==> src/rtl/loc_arb_pkg.sv <==
package loc_arb_pkg;
  // access register bit positions (software decodes these)
  localparam int BIT_VALID  = 7;
  localparam int BIT_ACTIVE = 5;
  localparam int BIT_OTHERS = 2;
  localparam int BIT_OWNREQ = 1;

  // command codes written to an access register
  localparam logic [7:0] CMD_REQUEST = 8'h02;
  localparam logic [7:0] CMD_RELEASE = 8'h20;

  typedef enum logic [1:0] {
    OP_NONE    = 2'd0,
    OP_REQUEST = 2'd1,
    OP_RELEASE = 2'd2
  } loc_op_e;
endpackage

==> src/rtl/loc_arb_decode.sv <==
module loc_arb_decode
  import loc_arb_pkg::*;
#(
  parameter int NUM_LOC   = 5,
  parameter int ADDR_W    = 16,
  parameter int DATA_W    = 8,
  parameter int LOC_SHIFT = 12,
  parameter int LOC_W     = 3
) (
  input  logic              bus_en,
  input  logic              bus_we,
  input  logic [ADDR_W-1:0] bus_addr,
  input  logic [DATA_W-1:0] bus_wdata,
  input  logic              accept,
  output loc_op_e           op,
  output logic [LOC_W-1:0]  op_loc,
  output logic              rd_hit,
  output logic [LOC_W-1:0]  rd_loc
);
  localparam int FIELD_W = ADDR_W - LOC_SHIFT;

  logic [FIELD_W-1:0] field;
  logic               mapped;

  assign field  = bus_addr[ADDR_W-1:LOC_SHIFT];
  assign mapped = (bus_addr[LOC_SHIFT-1:0] == '0) && (int'(field) < NUM_LOC);

  assign op_loc = LOC_W'(field);
  assign rd_loc = LOC_W'(field);
  assign rd_hit = bus_en && !bus_we && mapped;

  always_comb begin
    op = OP_NONE;
    if (bus_en && bus_we && mapped && accept) begin
      if (bus_wdata == DATA_W'(CMD_REQUEST))      op = OP_REQUEST;
      else if (bus_wdata == DATA_W'(CMD_RELEASE)) op = OP_RELEASE;
    end
  end
endmodule

==> src/rtl/loc_arb_pick.sv <==
module loc_arb_pick #(
  parameter int NUM_LOC = 5,
  parameter int LOC_W   = 3
) (
  input  logic [NUM_LOC-1:0] cand,
  output logic               any,
  output logic [LOC_W-1:0]   idx
);
  // highest-numbered candidate wins
  always_comb begin
    idx = '0;
    for (int i = 0; i < NUM_LOC; i++) begin
      if (cand[i]) idx = LOC_W'(i);
    end
  end
  assign any = |cand;
endmodule

==> src/rtl/loc_arb_core.sv <==
module loc_arb_core
  import loc_arb_pkg::*;
#(
  parameter int NUM_LOC = 5,
  parameter int LOC_W   = 3
) (
  input  logic               clk,
  input  logic               rst_n,
  input  logic               init_done,
  input  loc_op_e            op,
  input  logic [LOC_W-1:0]   op_loc,
  output logic               valid_o,
  output logic               owner_v_o,
  output logic [LOC_W-1:0]   owner_id_o,
  output logic [NUM_LOC-1:0] pend_o,
  output logic               chg_o
);
  logic               valid_q, owner_v_q, chg_q;
  logic [LOC_W-1:0]   owner_q;
  logic [NUM_LOC-1:0] pend_q;

  logic               is_owner, rel_ok, req_ok, held_v;
  logic [NUM_LOC-1:0] loc_bit, pend_add;
  logic               pick_any;
  logic [LOC_W-1:0]   pick_idx;
  logic               v_nxt;
  logic [LOC_W-1:0]   id_nxt;
  logic [NUM_LOC-1:0] pend_nxt;

  assign is_owner = owner_v_q && (owner_q == op_loc);
  assign rel_ok   = (op == OP_RELEASE) && is_owner;
  assign req_ok   = (op == OP_REQUEST) && !is_owner;
  assign loc_bit  = NUM_LOC'(1) << op_loc;
  assign pend_add = pend_q | (req_ok ? loc_bit : '0);
  assign held_v   = owner_v_q && !rel_ok;

  loc_arb_pick #(.NUM_LOC(NUM_LOC), .LOC_W(LOC_W)) pick_i (
    .cand (pend_add),
    .any  (pick_any),
    .idx  (pick_idx)
  );

  always_comb begin
    v_nxt    = held_v;
    id_nxt   = held_v ? owner_q : '0;
    pend_nxt = pend_add;
    if (!held_v && pick_any) begin
      v_nxt    = 1'b1;
      id_nxt   = pick_idx;
      pend_nxt = pend_add & ~(NUM_LOC'(1) << pick_idx);
    end
  end

  always_ff @(posedge clk or negedge rst_n) begin
    if (!rst_n) begin
      valid_q   <= 1'b0;
      owner_v_q <= 1'b0;
      owner_q   <= '0;
      pend_q    <= '0;
      chg_q     <= 1'b0;
    end else begin
      valid_q   <= valid_q | init_done;
      owner_v_q <= v_nxt;
      owner_q   <= id_nxt;
      pend_q    <= pend_nxt;
      chg_q     <= (v_nxt != owner_v_q) || (id_nxt != owner_q);
    end
  end

  assign valid_o    = valid_q;
  assign owner_v_o  = owner_v_q;
  assign owner_id_o = owner_q;
  assign pend_o     = pend_q;
  assign chg_o      = chg_q;
endmodule

==> src/rtl/loc_arb_rdmux.sv <==
module loc_arb_rdmux #(
  parameter int NUM_LOC = 5,
  parameter int DATA_W  = 8,
  parameter int LOC_W   = 3
) (
  input  logic               valid,
  input  logic               owner_v,
  input  logic [LOC_W-1:0]   owner_id,
  input  logic [NUM_LOC-1:0] pend,
  input  logic               rd_hit,
  input  logic [LOC_W-1:0]   rd_loc,
  output logic [DATA_W-1:0]  rdata
);
  logic [NUM_LOC-1:0][DATA_W-1:0] regs;

  for (genvar g = 0; g < NUM_LOC; g++) begin : g_reg
    logic act, others;
    assign act    = owner_v && (owner_id == LOC_W'(g));
    assign others = |(pend & ~(NUM_LOC'(1) << g));
    // layout: valid(7) active(5) others-waiting(2) own-request(1)
    assign regs[g] = DATA_W'({valid, 1'b0, act, 2'b00, others, pend[g], 1'b0});
  end

  assign rdata = rd_hit ? regs[rd_loc] : '0;
endmodule

==> src/rtl/locality_arbiter.sv <==
module locality_arbiter
  import loc_arb_pkg::*;
#(
  parameter int NUM_LOC   = 5,
  parameter int ADDR_W    = 16,
  parameter int DATA_W    = 8,
  parameter int LOC_SHIFT = 12,
  localparam int LOC_W    = (NUM_LOC > 1) ? $clog2(NUM_LOC) : 1
) (
  input  logic              clk,
  input  logic              rst_n,
  input  logic              init_done,
  input  logic              bus_en,
  input  logic              bus_we,
  input  logic [ADDR_W-1:0] bus_addr,
  input  logic [DATA_W-1:0] bus_wdata,
  output logic [DATA_W-1:0] bus_rdata,
  output logic              owner_valid,
  output logic [LOC_W-1:0]  owner_id,
  output logic              owner_chg
);
  loc_op_e            op;
  logic [LOC_W-1:0]   op_loc, rd_loc;
  logic               rd_hit, valid_q;
  logic [NUM_LOC-1:0] pend;

  loc_arb_decode #(
    .NUM_LOC(NUM_LOC), .ADDR_W(ADDR_W), .DATA_W(DATA_W),
    .LOC_SHIFT(LOC_SHIFT), .LOC_W(LOC_W)
  ) dec_i (
    .bus_en    (bus_en),
    .bus_we    (bus_we),
    .bus_addr  (bus_addr),
    .bus_wdata (bus_wdata),
    .accept    (valid_q),
    .op        (op),
    .op_loc    (op_loc),
    .rd_hit    (rd_hit),
    .rd_loc    (rd_loc)
  );

  loc_arb_core #(.NUM_LOC(NUM_LOC), .LOC_W(LOC_W)) core_i (
    .clk        (clk),
    .rst_n      (rst_n),
    .init_done  (init_done),
    .op         (op),
    .op_loc     (op_loc),
    .valid_o    (valid_q),
    .owner_v_o  (owner_valid),
    .owner_id_o (owner_id),
    .pend_o     (pend),
    .chg_o      (owner_chg)
  );

  loc_arb_rdmux #(.NUM_LOC(NUM_LOC), .DATA_W(DATA_W), .LOC_W(LOC_W)) rd_i (
    .valid    (valid_q),
    .owner_v  (owner_valid),
    .owner_id (owner_id),
    .pend     (pend),
    .rd_hit   (rd_hit),
    .rd_loc   (rd_loc),
    .rdata    (bus_rdata)
  );
endmodule

==> config.mk <==
export PLATFORM = sky130hd
export DESIGN_NAME = locality_arbiter
export DESIGN_NICKNAME = d
export VERILOG_FILES = /design/src/rtl/loc_arb_pkg.sv /design/src/rtl/loc_arb_decode.sv /design/src/rtl/loc_arb_pick.sv /design/src/rtl/loc_arb_core.sv /design/src/rtl/loc_arb_rdmux.sv /design/src/rtl/locality_arbiter.sv
export SDC_FILE = /design/constraint.sdc
export NUM_CORES = 1
export LEC_CHECK = 0
export ABC_AREA = 0
export ABC_CLOCK_PERIOD_IN_PS = 2860
export BUFFER_PORTS_ARGS = -buffer_cell sky130_fd_sc_hd__clkbuf_2
export CAP_MARGIN = 10
export CORE_AREA = 2 2 49 51
export DETAILED_ROUTE_END_ITERATION = 12
export DIE_AREA = 0 0 51 53
export PLACE_DENSITY = 0.77
export SLEW_MARGIN = 20
export SYNTH_ARGS = -nofsm -noshare
export SYNTH_HDL_FRONTEND = slang
export SYNTH_SLANG_ARGS = --single-unit
==> constraint.sdc <==
create_clock -name clk -period 2.86 [get_ports clk]
set_input_delay 0.143 -clock clk [delete_from_list [all_inputs] [get_ports clk]]
set_output_delay 0.143 -clock clk [all_outputs]
set_load 0.02 [all_outputs]
* Word level (Yosys, flattened, before mapping) *
Cells that the tools add are included.

word-level totals
  input port bits = 29
  word-level logic and storage cells = 68
  output and inout bits = 13
  register bits = 11

operators by class
  magnitude comparators = 2
  muxes and demuxes = 15
  shifts and indexed selects = 2
  reductions and logical operators = 29
  eq/ne operators = 11
  bitwise operators = 4

operators by type and width
  cell                 count
  $bmux 8 s3           1
  $reduce_or 4->1      5
  $logic_and 1x1->1    16
  $mux 8               2
  $mux 3               5
  $logic_not 12->1     1
  $mux 5               2
  $shl 1x3->5 const A  2
  $eq 8x2->1 const B   1
  $eq 8x6->1 const B   1
  $eq 3x2->1 const B   2
  $mux 2               3
  $and 5x5->5          1
  $not 5->5            1
  $or 5x5->5           1
  $reduce_or 5->1      1
  $logic_not 1->1      4
  $lt 3x4->1 const B   1
  $lt 4x3->1 const B   1
  $eq 3x1->1 const B   1
  $eq 3x3->1           1
  $eq 3x3->1 const B   1
  $logic_not 3->1      1
  $ne 3x3->1           1
  6 further kinds      7

* Logic depth before layout (Yosys ltp) *
Gate-level depths: netlist of run 1.

  word-level depth = 17
  gate-level depth with buffers = 8
  mapped depth without buffers = 7

* Hierarchy *
Synthesis of run 1 repeated with hierarchy kept, for this count alone.

unflattened totals
  cell total of the unflattened synthesis = 128
  area, all modules = 1096.1 um^2

modules (own cells, without submodules)
  module          area each (um^2)  sequential area each (um^2)  instances  cells each
  loc_arb_core    636.9             275.3                        1          64
  loc_arb_rdmux   255.2             0.0                          1          35
  loc_arb_decode  161.4             0.0                          1          21
  loc_arb_pick    42.5              0.0                          1          8

* Worst setup path before layout of run 1 *
OpenSTA, ideal clock, no wires.

  path kind = input to output
  start point = in bus_addr[5]
  end point = out bus_rdata[5]
  slack = 0.451 ns
  buffers on the path = 0
  stages on the path = 4
  data required time = 2.717 ns
  data arrival time = 2.266 ns
  path through = nor4_1 -> nand4_1 -> or3b_2 -> a2111oi_0

between the ends
  longest elaborated chain between the ends = 4

RTL lines
  what               line                    text
  start, declared    locality_arbiter.sv:15  input logic [ADDR_W-1:0] bus_addr,
  $logic_not 12->1   loc_arb_decode.sv:26    assign mapped = (bus_addr[LOC_SHIFT-1:0] == '0) && (int'(field) < NUM_LOC);
  $logic_and 1x1->1  loc_arb_decode.sv:26
  $logic_and 1x1->1  loc_arb_decode.sv:30    assign rd_hit = bus_en && !bus_we && mapped;
  $mux 8             loc_arb_rdmux.sv:24     assign rdata = rd_hit ? regs[rd_loc] : '0;
  end, declared      locality_arbiter.sv:17  output logic [DATA_W-1:0] bus_rdata,

Every way passes these cells.

* Worst setup path after layout of run 1 *
  start point = reg core_i.owner_q[0] (netlist: core_i.owner_id_o[0])
  end point = reg core_i.pend_q[1] (netlist: core_i.pend_o[1])

between the ends
  longest elaborated chain between the ends = 14
  elaborated cells on any way between the ends = 20
  those cells by class = eq/ne: 1; shift: 1; mux: 6; bitwise: 3; reduce/logical: 9

RTL lines
  what                          line                text
  start, declared               loc_arb_core.sv:19  logic [LOC_W-1:0] owner_q;
  start signal, assigned        loc_arb_core.sv:64  owner_q <= id_nxt;
  $eq 3x3->1 *                  loc_arb_core.sv:30  assign is_owner = owner_v_q && (owner_q == op_loc);
  $logic_and 1x1->1 *           loc_arb_core.sv:30
  $logic_not 1->1               loc_arb_core.sv:32  assign req_ok = (op == OP_REQUEST) && !is_owner;
  $logic_and 1x1->1             loc_arb_core.sv:32
  $mux 5                        loc_arb_core.sv:34  assign pend_add = pend_q | (req_ok ? loc_bit : '0);
  $or 5x5->5                    loc_arb_core.sv:34
  $mux 1                        loc_arb_pick.sv:13  if (cand[i]) idx = LOC_W'(i);
  $mux 3 (3 in a row)           loc_arb_pick.sv:13
  $shl 1x3->5                   loc_arb_core.sv:50  pend_nxt = pend_add & ~(NUM_LOC'(1) << pick_idx);
  $not 5->5                     loc_arb_core.sv:50
  $and 5x5->5                   loc_arb_core.sv:50
  $mux 5 *                      loc_arb_core.sv:47  if (!held_v && pick_any) begin
  named net core_i.pend_nxt[1]  loc_arb_core.sv:28  logic [NUM_LOC-1:0] pend_nxt;
  end signal, assigned          loc_arb_core.sv:65  pend_q <= pend_nxt;
  end, declared                 loc_arb_core.sv:20  logic [NUM_LOC-1:0] pend_q;

The timed path passes the listed nets; every way through them passes the cells marked *.

==> reports/qor_table.md, run 1 <==
| Metric | Reported |
| --- | --- |
| Outcome | finished, final reports clean |
| Number of gates resized after CTS | 0 |
| Area added between synthesis and finish | 22.2% |
| PnR Total Power | 0.315 mW |
| Post-Synthesis Cells | 117 |
| Worst hold-check slack | 0.0745 ns |
| Largest cells by area after synthesis | sky130_fd_sc_hd__dfrtp_1, sky130_fd_sc_hd__nand2_1, sky130_fd_sc_hd__nor2_1, sky130_fd_sc_hd__nor4_1, sky130_fd_sc_hd__nor4b_1 |
| Clock-pin slew of the registers on the worst-case setup and hold paths | 0.07 ns |
| Drt initial violations | 31 |
| Count of buffers inserted at the top-level ports | 37 |
| Fin crit share | 84.4% |
| Hold Path Depth | 2 |
| Total placed instance area | 1160 µm² |
| Post-place setup slack | 0.466 ns |
| Clock latency reported for the late side of the worst-skew pair | 0.27 ns |
| Most instantiated cells after synthesis | sky130_fd_sc_hd__nand2_1, sky130_fd_sc_hd__nor2_1, sky130_fd_sc_hd__dfrtp_1 |
| Dominant cell type by area after synthesis | sky130_fd_sc_hd__dfrtp_1 |
| Most Used Layer, Global Route | met2 |
| Largest net degree at the start of global routing | 13 |
| Fin Setup TNS | 0 ns |
| Vias in the first global route | 915 |
| P per Cell Area | 263 nW/µm² |
| TritonCTS buffer count | 3 |
| Register bit total from synthesis | 11 |
| Met3 Use GR | 1.41% |
| Synth Flop Type | sky130_fd_sc_hd__dfrtp_1 |
| Synth async-reset ratio | 100% |
| Post-route minimum period | 2.41 ns |
| Category of the worst setup path launch point | flip-flop |
| Post-detail-place hpwl | 2.02 mm |
| Max capacitance violation total | 0 |
| Maximum achievable frequency | 414 MHz |
| Total routing usage reported by global routing | 19.8% |
| Number of vias per cell after detailed routing | 5.69 |
| Category of the worst setup path capture point | flip-flop |
| Rel. slew slack | 57.7% |
| Count of pins over their slew limit | 0 |
| Share of synthesized area occupied by flip-flops and latches | 28.1% |
| Final Skew | 0.00579 ns |
| Hold violation total from the final report | 0 |
| Final antenna-violating net count | 0 |
| Share of Yosys cell area claimed by the top area cell type | 28.1% |
| Cell Area, Synth | 980 µm² |
| Number of levels in the clock H-tree | 1 |
| TritonCTS clock tree | yes |
| Antenna cells | 0 |
| Global-route congestion overflow total | 0 |
| Distinct cell type count of the synthesized netlist | 45 |
| Share of post-route cells with drive strength above 1 | 33.5% |
| Number of antenna violations at the first check in global routing | 0 |
| Die X | 51 µm |
| Initial Utilization | 45.6% |
| Synthesized area per cell | 8.37 µm² |
| Longest Clk Path Bufs | 2 |
| RSZ-0062 raised after global routing | false |
| Post-detailed-routing wire length | 2.52 mm |
| Most instantiated library cell after synthesis | sky130_fd_sc_hd__nand2_1 |
| Clk sink count | 11 |
| Transition time of the tightest slew-check pin | 0.629 ns |
| Placement Rows | 17 |
| Count of unresolved DRC violations after routing | 0 |
| Number of I/O pins | 42 |
| Setup CP Type | flip-flop to flip-flop |
| P_leak | 0.596 nW |
| Max FO, Critical Path | 6 |
| Weighted congestion at the end of routability-driven global placement | 0.903 |
| First-pass GRT wire length | 4.07 mm |
| Post-CTS setup buffer count | 0 |
| Count of flip-flops with a built-in enable after synthesis | 0 |
| Worst endpoint required time | 3.01 ns |
| Total iterations of the first detailed-routing run | 4 |
| Total vias in the final route | 1,042 |
| Final number of setup-violating endpoints | 0 |
| Total of warnings raised by yosys | 0 |
| Final net count | 185 |
| Global routing usage on met1 | 25.9% |
| Area of the die | 2700 µm² |
| Design area | 1200 µm² |
| Die Y-Extent | 53 µm |
| Class of the tightest hold or removal check | primary input to flip-flop |
| CTS Root Cell | sky130_fd_sc_hd__clkbuf_4 |
| Met2 global-route usage | 33.3% |
| Least setup slack across all paths after layout | 0.446 ns |
| Maximum vdd drop | 0.192 mV |
| Per-cell routed wire length | 13.7 µm |
| Length in cells of the worst reg-to-reg path | 7 |
| Floorplan core area | 2150 µm² |
| Data arrival time at the worst-slack endpoint | 2.57 ns |
[worst max-delay path, stage by stage, from the launching register on]
cell and delay [ns]:
sky130_fd_sc_hd__dfrtp_1 0.45, sky130_fd_sc_hd__xor2_1 0.20, sky130_fd_sc_hd__or4_4 0.55, sky130_fd_sc_hd__o31a_4 0.40, sky130_fd_sc_hd__nor3_4 0.23, sky130_fd_sc_hd__and2_4 0.19, sky130_fd_sc_hd__nand2_1 0.06, sky130_fd_sc_hd__a32o_1 0.21
[registers in the layout, summed over array words and instances (netlist names)]
register and count:
core_i.pend_o 5, core_i.chg_o 1, core_i.valid_o 1, core_i.owner_id_o 3, core_i.owner_v_o 1
[timing repair]
item                                    in CTS  in global routing
hold buffers                                 1                  0
endpoints found under the setup margin       0                  0
endpoints found under the hold margin       11                  0
[metal layers]
metal  part of all wire, %  vias up
li1                      -      512
met1                    42      471
met2                    48       53
met3                   8.7        6
met4                   1.6        0
met5                     0        -
[area by class of cell]
cell class,instances,area (µm²)
clock buffers,4,26.3
well taps,28,35.0
repair buffers,38,195
inverters,4,15.0
multi-input cells,98,651
fillers,200,951
flip-flops and latches,11,275
[final timing paths]
kind / from / endpoint / slack [ns]
worst max-delay path: core_i.owner_id_o[0] / core_i.pend_o[1] / 0.45
max in group asynchronous: rst_n / core_i.pend_o[0] / 2.36
worst min register to register: core_i.valid_o / core_i.valid_o / 0.53
min in group asynchronous: rst_n / core_i.owner_id_o[1] / 0.27
worst max register to register: core_i.owner_id_o[0] / core_i.pend_o[1] / 0.45
worst min-delay path: init_done / core_i.valid_o / 0.07
[power breakdown]
part,internal (mW),total [mW],switching [mW]
combinational,0.0228,0.0533,0.0304
sequential,0.155,0.155,0.00000383
clock,0.0540,0.106,0.0524
total,0.232,0.315,0.0829
[cell families (layout without fill, tap and decap cells)]
group / after synthesis / in the layout / synth area share, %
AOI/OAI and AO/OA: 27 / 27 / 21.1
DFF: 11 / 11 / 28.1
muxes: 2 / 2 / 3.32
buffers and inverters: 11 / 46 / 6.64
and+or+nand+nor: 62 / 62 / 37.8
other: 1 / 4 / 0.383
xor gates and xnor gates: 3 / 3 / 2.68
[through the flow]
stage / std cells / utilization (%)
CTS: 183 / 55.7
global route: 183 / 55.7
floorplan: 120 / -
finish: 183 / 55.7
global placement: 178 / 54.0
detailed placement: 178 / 54.0
[placed cells by master (no fill, tap or decap), drive strengths merged, types with 2 or more instances in the layout]
master and count:
nor2b 3, nand2 13, nand4 3, xor2 3, and2 2, o21ai 6
nor4 8, nand2b 5, or2 3, clkbuf 41, nor3 3, a211o 2
a21oi 4, inv 4, and3 2, o31ai 4, nor4b 4, nor2 12
dfrtp 11, a2111oi 2, a31oi 2, conb 4
Note: power is estimated with default switching activity, not from simulation.
==> run 2, diff against run 1 <==
--- a/config.mk
+++ b/config.mk
@@ -6,13 +6,13 @@
 export NUM_CORES = 1
 export LEC_CHECK = 0
 export ABC_AREA = 0
-export ABC_CLOCK_PERIOD_IN_PS = 2860
+export ABC_CLOCK_PERIOD_IN_PS = 1900
 export BUFFER_PORTS_ARGS = -buffer_cell sky130_fd_sc_hd__clkbuf_2
 export CAP_MARGIN = 10
-export CORE_AREA = 2 2 49 51
+export CORE_AREA = 2 2 52 54
 export DETAILED_ROUTE_END_ITERATION = 12
-export DIE_AREA = 0 0 51 53
-export PLACE_DENSITY = 0.77
+export DIE_AREA = 0 0 54 56
+export PLACE_DENSITY = 0.72
 export SLEW_MARGIN = 20
 export SYNTH_ARGS = -nofsm -noshare
 export SYNTH_HDL_FRONTEND = slang
==> constraint.sdc (replaced) <==
create_clock -name clk -period 1.9 [get_ports clk]
set_input_delay 0.095 -clock clk [delete_from_list [all_inputs] [get_ports clk]]
set_output_delay 0.095 -clock clk [all_outputs]
set_load 0.02 [all_outputs]
==> run 2 against run 1 <==
  * The run now ends with setup timing left
  * First-iteration DRC count is 48% higher
  * Die area is 12% higher
  * Clock power is 65% higher
  * Largest cell class unchanged
==> reports/qor_table.md, run 2 (synthesis gave the netlist of run 1 again) <==
| Metric | Reported | Delta |
| --- | --- | --- |
| Startpoint of the lowest-slack register-to-register path | core_i.owner_id_o[0] |  |
| Total placed instance area | 1380 µm² | +19% |
| Share of post-route cells with drive strength above 1 | 60.8% | +27 points |
| Maximum vdd drop | 0.350 mV | +82% |
| Length in cells of the worst reg-to-reg path | 7 | unchanged |
| Class of the tightest hold or removal check | primary input to async pin |  |
| Fin crit share | 119% | +35 points |
| Failing checks | setup timing |  |
| Longest Clk Path Bufs | 2 | unchanged |
| Area added between synthesis and finish | 73.1% |  |
| Flip-flop count of the largest register after layout | 5 | unchanged |
| Per-cell routed wire length | 16.1 µm | +17% |
| Post-detail-place hpwl | 2.40 mm | +19% |
| Least setup slack across all paths after layout | -0.364 ns | -0.809 ns |
| Max capacitance violation total | 0 | unchanged |
| Post-route insts no fill | 219 | +20% |
| Global-route congestion overflow total | 0 | unchanged |
| Total vias in the final route | 1,250 | +20% |
| Post-place setup slack | -0.320 ns | -0.787 ns |
| Antenna cells | 0 | unchanged |
| Worst path cell trace | xor2_4, or4_4, o31a_4, nor3_4, and2_4, nand2_2, a32o_1 |  |
| Weighted congestion at the end of routability-driven global placement | 0.822 | -8.9% |
| Placement Rows | 18 | +1 |
| Final number of setup-violating endpoints | 10 | +10 |
| Count of pins over their slew limit | 0 | unchanged |
| First-pass GRT wire length | 5.32 mm | +31% |
| Design area | 1700 µm² | +42% |
| Post-route minimum period | 2.26 ns | -0.151 ns |
| Area of the die | 3020 µm² | +12% |
| Clock latency reported for the late side of the worst-skew pair | 0.29 ns | +0.02 ns |
| Setup CP Type | flip-flop to flip-flop |  |
| Category of the worst setup path capture point | flip-flop |  |
| Number of antenna violations at the first check in global routing | 0 | unchanged |
| Largest net degree at the start of global routing | 12 | -1 |
| Outcome | complete, but fails checks |  |
| Max FO, Critical Path | 4 | -2 |
| Commonest non-fill, non-tap cell in the layout | sky130_fd_sc_hd__clkbuf_2 |  |
| Post-detailed-routing wire length | 3.53 mm | +40% |
| Setup slack of the worst register-to-register path | -0.36 ns | -0.81 ns |
| Count of unresolved DRC violations after routing | 0 | unchanged |
| Routed length on met1 | 1.37 mm | +29% |
| Total iterations of the first detailed-routing run | 4 | unchanged |
| Drt initial violations | 46 | +48% |
| Die Y-Extent | 56 µm | +5.7% |
| Delay of the slowest critical-path stage | 0.54 ns | about the same |
| CTS Root Cell | sky130_fd_sc_hd__clkbuf_4 |  |
| Number of vias per cell after detailed routing | 5.71 | +0.24% |
| Initial Utilization | 40.3% | -5.3 points |
| P per Cell Area | 310 nW/µm² | +18% |
| Count of buffers inserted at the top-level ports | 37 | unchanged |
| Category of the worst setup path launch point | flip-flop |  |
| Worst endpoint required time | 2.08 ns | -0.93 ns |
| Endpoint of the worst register-to-register path | core_i.pend_o[1] |  |
| Routed met2 length | 1.83 mm | +53% |
| Data arrival time at the worst-slack endpoint | 2.45 ns | -0.12 ns |
| Total routing usage reported by global routing | 23.7% | +3.9 points |
| Final antenna-violating net count | 0 | unchanged |
| TritonCTS clock tree | yes |  |
| Maximum achievable frequency | 442 MHz | +6.7% |
| Met3 wire length | 251 µm | +15% |
| Number of I/O pins | 42 | unchanged |
| Final Skew | 0.00989 ns | +0.00410 ns |
| Hold violation total from the final report | 0 | unchanged |
| Vias in the first global route | 1,225 | +34% |
| RSZ-0062 raised after global routing | true |  |
| Commonest non-fill, non-tap cells in the layout | sky130_fd_sc_hd__clkbuf_2, sky130_fd_sc_hd__buf_4, sky130_fd_sc_hd__nor2_1, sky130_fd_sc_hd__nand2_1, sky130_fd_sc_hd__dfrtp_1 |  |
| TritonCTS buffer count | 3 | unchanged |
| Clock-pin slew of the registers on the worst-case setup and hold paths | 0.08 ns | about the same |
| Clk sink count | 11 | unchanged |
| Cell type of the slowest stage on the worst timing path | sky130_fd_sc_hd__or4_4 |  |
| P_leak | 0.804 nW | +35% |
| Final net count | 219 | +18% |
| Number of levels in the clock H-tree | 1 | unchanged |
| Uppermost layer routed | met4 |  |
| Die X | 54 µm | +5.9% |
| Floorplan core area | 2430 µm² | +13% |
| PnR Total Power | 0.526 mW | +67% |
| Cell Count Post-Placement | 207 | +16% |
## run 2: worst max path at each step
stage / start / endpoint / slack [ns] / depth (start not counted)
after CTS: core_i.owner_id_o[0] / core_i.pend_o[2] / -0.26 / 7
final: core_i.owner_id_o[0] / core_i.pend_o[1] / -0.36 / 7
after global routing: core_i.owner_id_o[0] / core_i.pend_o[1] / -0.40 / 7
after detailed placement: bus_wdata[0] / core_i.chg_o / -0.32 / 8
after global placement: core_i.owner_id_o[0] / core_i.chg_o / -0.20 / 7
after floorplan: core_i.owner_id_o[0] / core_i.chg_o / -0.26 / 7
## run 2: power by group
group          internal (mW)  switching [mW]
Clock                 0.0785          0.0966
Combinational         0.0528          0.0641
Sequential             0.234      0.00000394
Total                  0.365           0.161
## run 2: timing repair
action	CTS	global route
pin swaps	5	9
setup buffers	2	5
setup endpoints to repair	11	13
cloned	0	0
resized for setup	19	26
hold buffers	2	0
endpoints found under the hold margin	12	0
## run 2: per-stage QoR
| stage | setup TNS [ns] | hold slack, ns | utilization [%] |
|---|---|---|---|
| after global routing | -2.99 | 0.266 | 69.7 |
| after global placement | -1.02 | -0.00225 | 56.6 |
| after detailed placement | -1.58 | 0.00443 | 56.6 |
| after CTS | -1.63 | 0.230 | 63.7 |
| final | -2.34 | 0.212 | 69.7 |
| after floorplan | -1.24 | -0.201 | - |
## run 2: per-layer routing
metal / up-vias / global-route usage, %
met5: - / 0
li1: 578 / -
met1: 589 / 28.6
met4: 0 / 9.64
met2: 74 / 40.2
met3: 9 / 4.03
## run 2: final cells by class
cell class	count	area (µm²)
Timing Repair Buffer	72	479
Sequential cell	11	279
Fill cell	178	737
Clock inverter	1	5.00
Multi-Input combinational cell	98	857
Clock buffer	3	22.5
Inverter	4	15.0
Tap cell	30	37.5
## run 2: worst max-delay path, delay by kind of cell (launching register included)
family	cells	cell delay (ns)
AOI/OAI and AO/OA	2	0.53
xor gates and xnor gates	1	0.18
DFF	1	0.44
and+or+nand+nor	4	1.02
==> run 3, diff against run 2 <==
--- a/config.mk
+++ b/config.mk
@@ -9,9 +9,9 @@
 export ABC_CLOCK_PERIOD_IN_PS = 1900
 export BUFFER_PORTS_ARGS = -buffer_cell sky130_fd_sc_hd__clkbuf_2
 export CAP_MARGIN = 10
-export CORE_AREA = 2 2 52 54
+export CORE_AREA = 3 3 53 55
 export DETAILED_ROUTE_END_ITERATION = 12
-export DIE_AREA = 0 0 54 56
+export DIE_AREA = 0 0 56 58
 export PLACE_DENSITY = 0.72
 export SLEW_MARGIN = 20
 export SYNTH_ARGS = -nofsm -noshare
==> run 3 against run 2 <==
  * Largest cell class unchanged
  * The run still ends with setup timing left
  * Cell count fell by 0.91%
  * Largest power group unchanged
  * First-iteration DRC count increased by 57%
  * Clock skew down 0.0077 ns
  * Power fell by 1.9%
  * Core utilization shrank 5.1 points
  * Critical path type unchanged
==> reports/qor_table.md, run 3 (synthesis gave the netlist of run 1 again) <==
| Metric | Reported | Delta |
| --- | --- | --- |
| Outcome | complete, but fails checks |  |
| Failing checks | setup timing |  |
| Area taken by flip-flops and latches | 279 µm² | unchanged |
| Number of levels in the clock H-tree | 1 | unchanged |
| Endpoint of the worst setup timing path | core_i.pend_o[1] |  |
| Drt initial violations | 72 | +57% |
| Worst path cell trace | xor2_2, or4_4, o31a_4, nor3_4, and2_4, nand2_1, a32o_1 |  |
| Total iterations of the first detailed-routing run | 4 | unchanged |
| Final net count | 217 | -0.91% |
| Post-route insts no fill | 217 | -0.91% |
| Number of vias per cell after detailed routing | 5.53 | -3.1% |
| Total routing usage reported by global routing | 21.3% | -2.5 points |
| Post-route minimum period | 2.20 ns | -0.0644 ns |
| Die Y-Extent | 58 µm | +3.6% |
| Floorplan core area | 2430 µm² | unchanged |
| Startpoint of the lowest-slack register-to-register path | core_i.owner_id_o[0] |  |
| Max FO, Critical Path | 4 | unchanged |
| Hold violation total from the final report | 0 | unchanged |
| Max capacitance violation total | 0 | unchanged |
| Cell type of the slowest stage on the worst timing path | sky130_fd_sc_hd__or4_4 |  |
| Area of the die | 3250 µm² | +7.4% |
| Longest Clk Path Bufs | 2 | unchanged |
| TritonCTS buffer count | 3 | unchanged |
| Maximum vdd drop | 0.314 mV | -10% |
| TritonCTS clock tree | yes |  |
| Cell Count Post-Placement | 207 | unchanged |
| Antenna cells | 0 | unchanged |
| Number of antenna violations at the first check in global routing | 0 | unchanged |
| Clock latency reported for the late side of the worst-skew pair | 0.28 ns | about the same |
| Vias in the first global route | 1,240 | +1.2% |
| CTS Root Cell | sky130_fd_sc_hd__clkbuf_4 |  |
| P_leak | 0.769 nW | -4.4% |
| Total vias in the final route | 1,200 | -4.0% |
| RSZ-0062 raised after global routing | true |  |
| Worst hold-check slack | 0.221 ns | +0.00940 ns |
| Worst Path Buf+Inv | 0 | unchanged |
| Clock-pin slew of the registers on the worst-case setup and hold paths | 0.07 ns | about the same |
| Initial Utilization | 40.3% | unchanged |
| Flip-flop count of the largest register after layout | 5 | unchanged |
| Endpoint of the worst register-to-register path | core_i.pend_o[1] |  |
| Filler instances | 205 | +15% |
| Share of post-route cells with drive strength above 1 | 53.5% | -7.4 points |
| Final number of setup-violating endpoints | 10 | unchanged |
| Final Skew | 0.00221 ns | -0.00768 ns |
| Post-detailed-routing wire length | 3.25 mm | -7.8% |
| Delay of the slowest critical-path stage | 0.54 ns | about the same |
| P per Cell Area | 328 nW/µm² | +5.9% |
| Start point of the critical path | core_i.owner_id_o[0] |  |
| Levels on crit path | 7 | unchanged |
| Post-detail-place hpwl | 2.43 mm | +1.4% |
| Largest net degree at the start of global routing | 12 | unchanged |
| Weighted congestion at the end of routability-driven global placement | 0.858 | +4.3% |
| Class of the tightest hold or removal check | primary input to async pin |  |
| Data arrival time at the worst-slack endpoint | 2.37 ns | -0.08 ns |
| Count of buffers inserted at the top-level ports | 37 | unchanged |
| Fin Setup TNS | -1.93 ns | +0.408 ns |
| Length in cells of the worst reg-to-reg path | 7 | unchanged |
| Multi-input gate area in the final layout | 774 µm² | -9.6% |
| Placement Rows | 18 | unchanged |
| Worst endpoint required time | 2.07 ns | about the same |
| Clk sink count | 11 | unchanged |
| Global-route congestion overflow total | 0 | unchanged |
| Fin crit share | 116% | -3.4 points |
| Least setup slack across all paths after layout | -0.299 ns | +0.0644 ns |
| Category of the worst setup path launch point | flip-flop |  |
| Count of pins over their slew limit | 0 | unchanged |
| Setup slack of the worst register-to-register path | -0.30 ns | +0.06 ns |
| Worst path top cell family by delay | simple AND/OR/NAND/NOR gates |  |
| Per-cell routed wire length | 15.0 µm | -7.0% |
| Setup CP Type | flip-flop to flip-flop |  |
| Maximum achievable frequency | 455 MHz | +2.9% |
| Number of I/O pins | 42 | unchanged |
| Area added between synthesis and finish | 60.3% |  |
| Commonest non-fill, non-tap cells in the layout | sky130_fd_sc_hd__clkbuf_2, sky130_fd_sc_hd__buf_4, sky130_fd_sc_hd__nor2_1, sky130_fd_sc_hd__nand2_1, sky130_fd_sc_hd__dfrtp_1 |  |
| First-pass GRT wire length | 5.42 mm | +2.0% |
| Final antenna-violating net count | 0 | unchanged |
| Category of the worst setup path capture point | flip-flop |  |
| Die X | 56 µm | +3.7% |
| Commonest non-fill, non-tap cell in the layout | sky130_fd_sc_hd__clkbuf_2 |  |
| Count of unresolved DRC violations after routing | 0 | unchanged |
==> run 3: cell types whose count changed in the layout (fill, tap and decap cells not counted), sizes merged <==
cell    previous run  this run
clkbuf            38        40
buf               35        32
clkinv             1         0
==> run 3: power by group <==
part	leakage (nW)	switching, mW	total [mW]	internal (mW)
Combinational	0.611	0.0615	0.111	0.0500
Sequential	0.144	0.00000274	0.234	0.234
Clock	0.0150	0.0886	0.170	0.0817
==> run 3: layout make-up <==
class	instances	area share, %
Timing Repair Buffer	70	27.9
Tap cell	30	2.39
Multi-Input combinational cell	98	49.3
Inverter	4	0.956
Clock buffer	4	1.67
Sequential cell	11	17.8
==> run 3: how the worst min path moves through the flow <==
stage,startpoint,endpoint,slack (ns),cells past startpoint
global placement,rst_n,core_i.pend_o[2],-0.007,1
finish,rst_n,core_i.pend_o[4],0.22,2
global route,rst_n,core_i.pend_o[4],0.25,2
floorplan,rst_n,core_i.chg_o,-0.20,0
detailed placement,rst_n,core_i.pend_o[2],0.002,1
CTS,rst_n,core_i.pend_o[4],0.23,2
==> run 3: through the flow <==
stage / utilization, % / area [µm²] / setup slack [ns] / power [mW]
2_1_floorplan: - / 1000 / -0.258 / 0.286
3_3_place_gp: 56.6 / 1380 / -0.223 / 0.326
3_5_place_dp: 56.6 / 1380 / -0.308 / 0.329
4_1_cts: 60.4 / 1470 / -0.265 / 0.511
5_1_grt: 64.6 / 1570 / -0.437 / 0.544
6_report: 64.6 / 1570 / -0.299 / 0.516
==> run 3: what timing repair did <==
| action | CTS | global route |
|---|---|---|
| pin swaps | 2 | 4 |
| gates resized for setup | 4 | 18 |
| endpoints found under the hold margin | 12 | 0 |
| hold buffers | 2 | 0 |
| setup buffers | 2 | 2 |
| setup endpoints to repair | 11 | 12 |
==> run 3: routing by layer <==
metal  share of wire (%)  global-route usage [%]  vias up
met2                  49                    37.4       62
met4                 1.5                    9.49        0
met5                   0                       0        -
met1                  40                    25.4      562
met3                 9.4                    3.79        5
li1                    -                       -      571
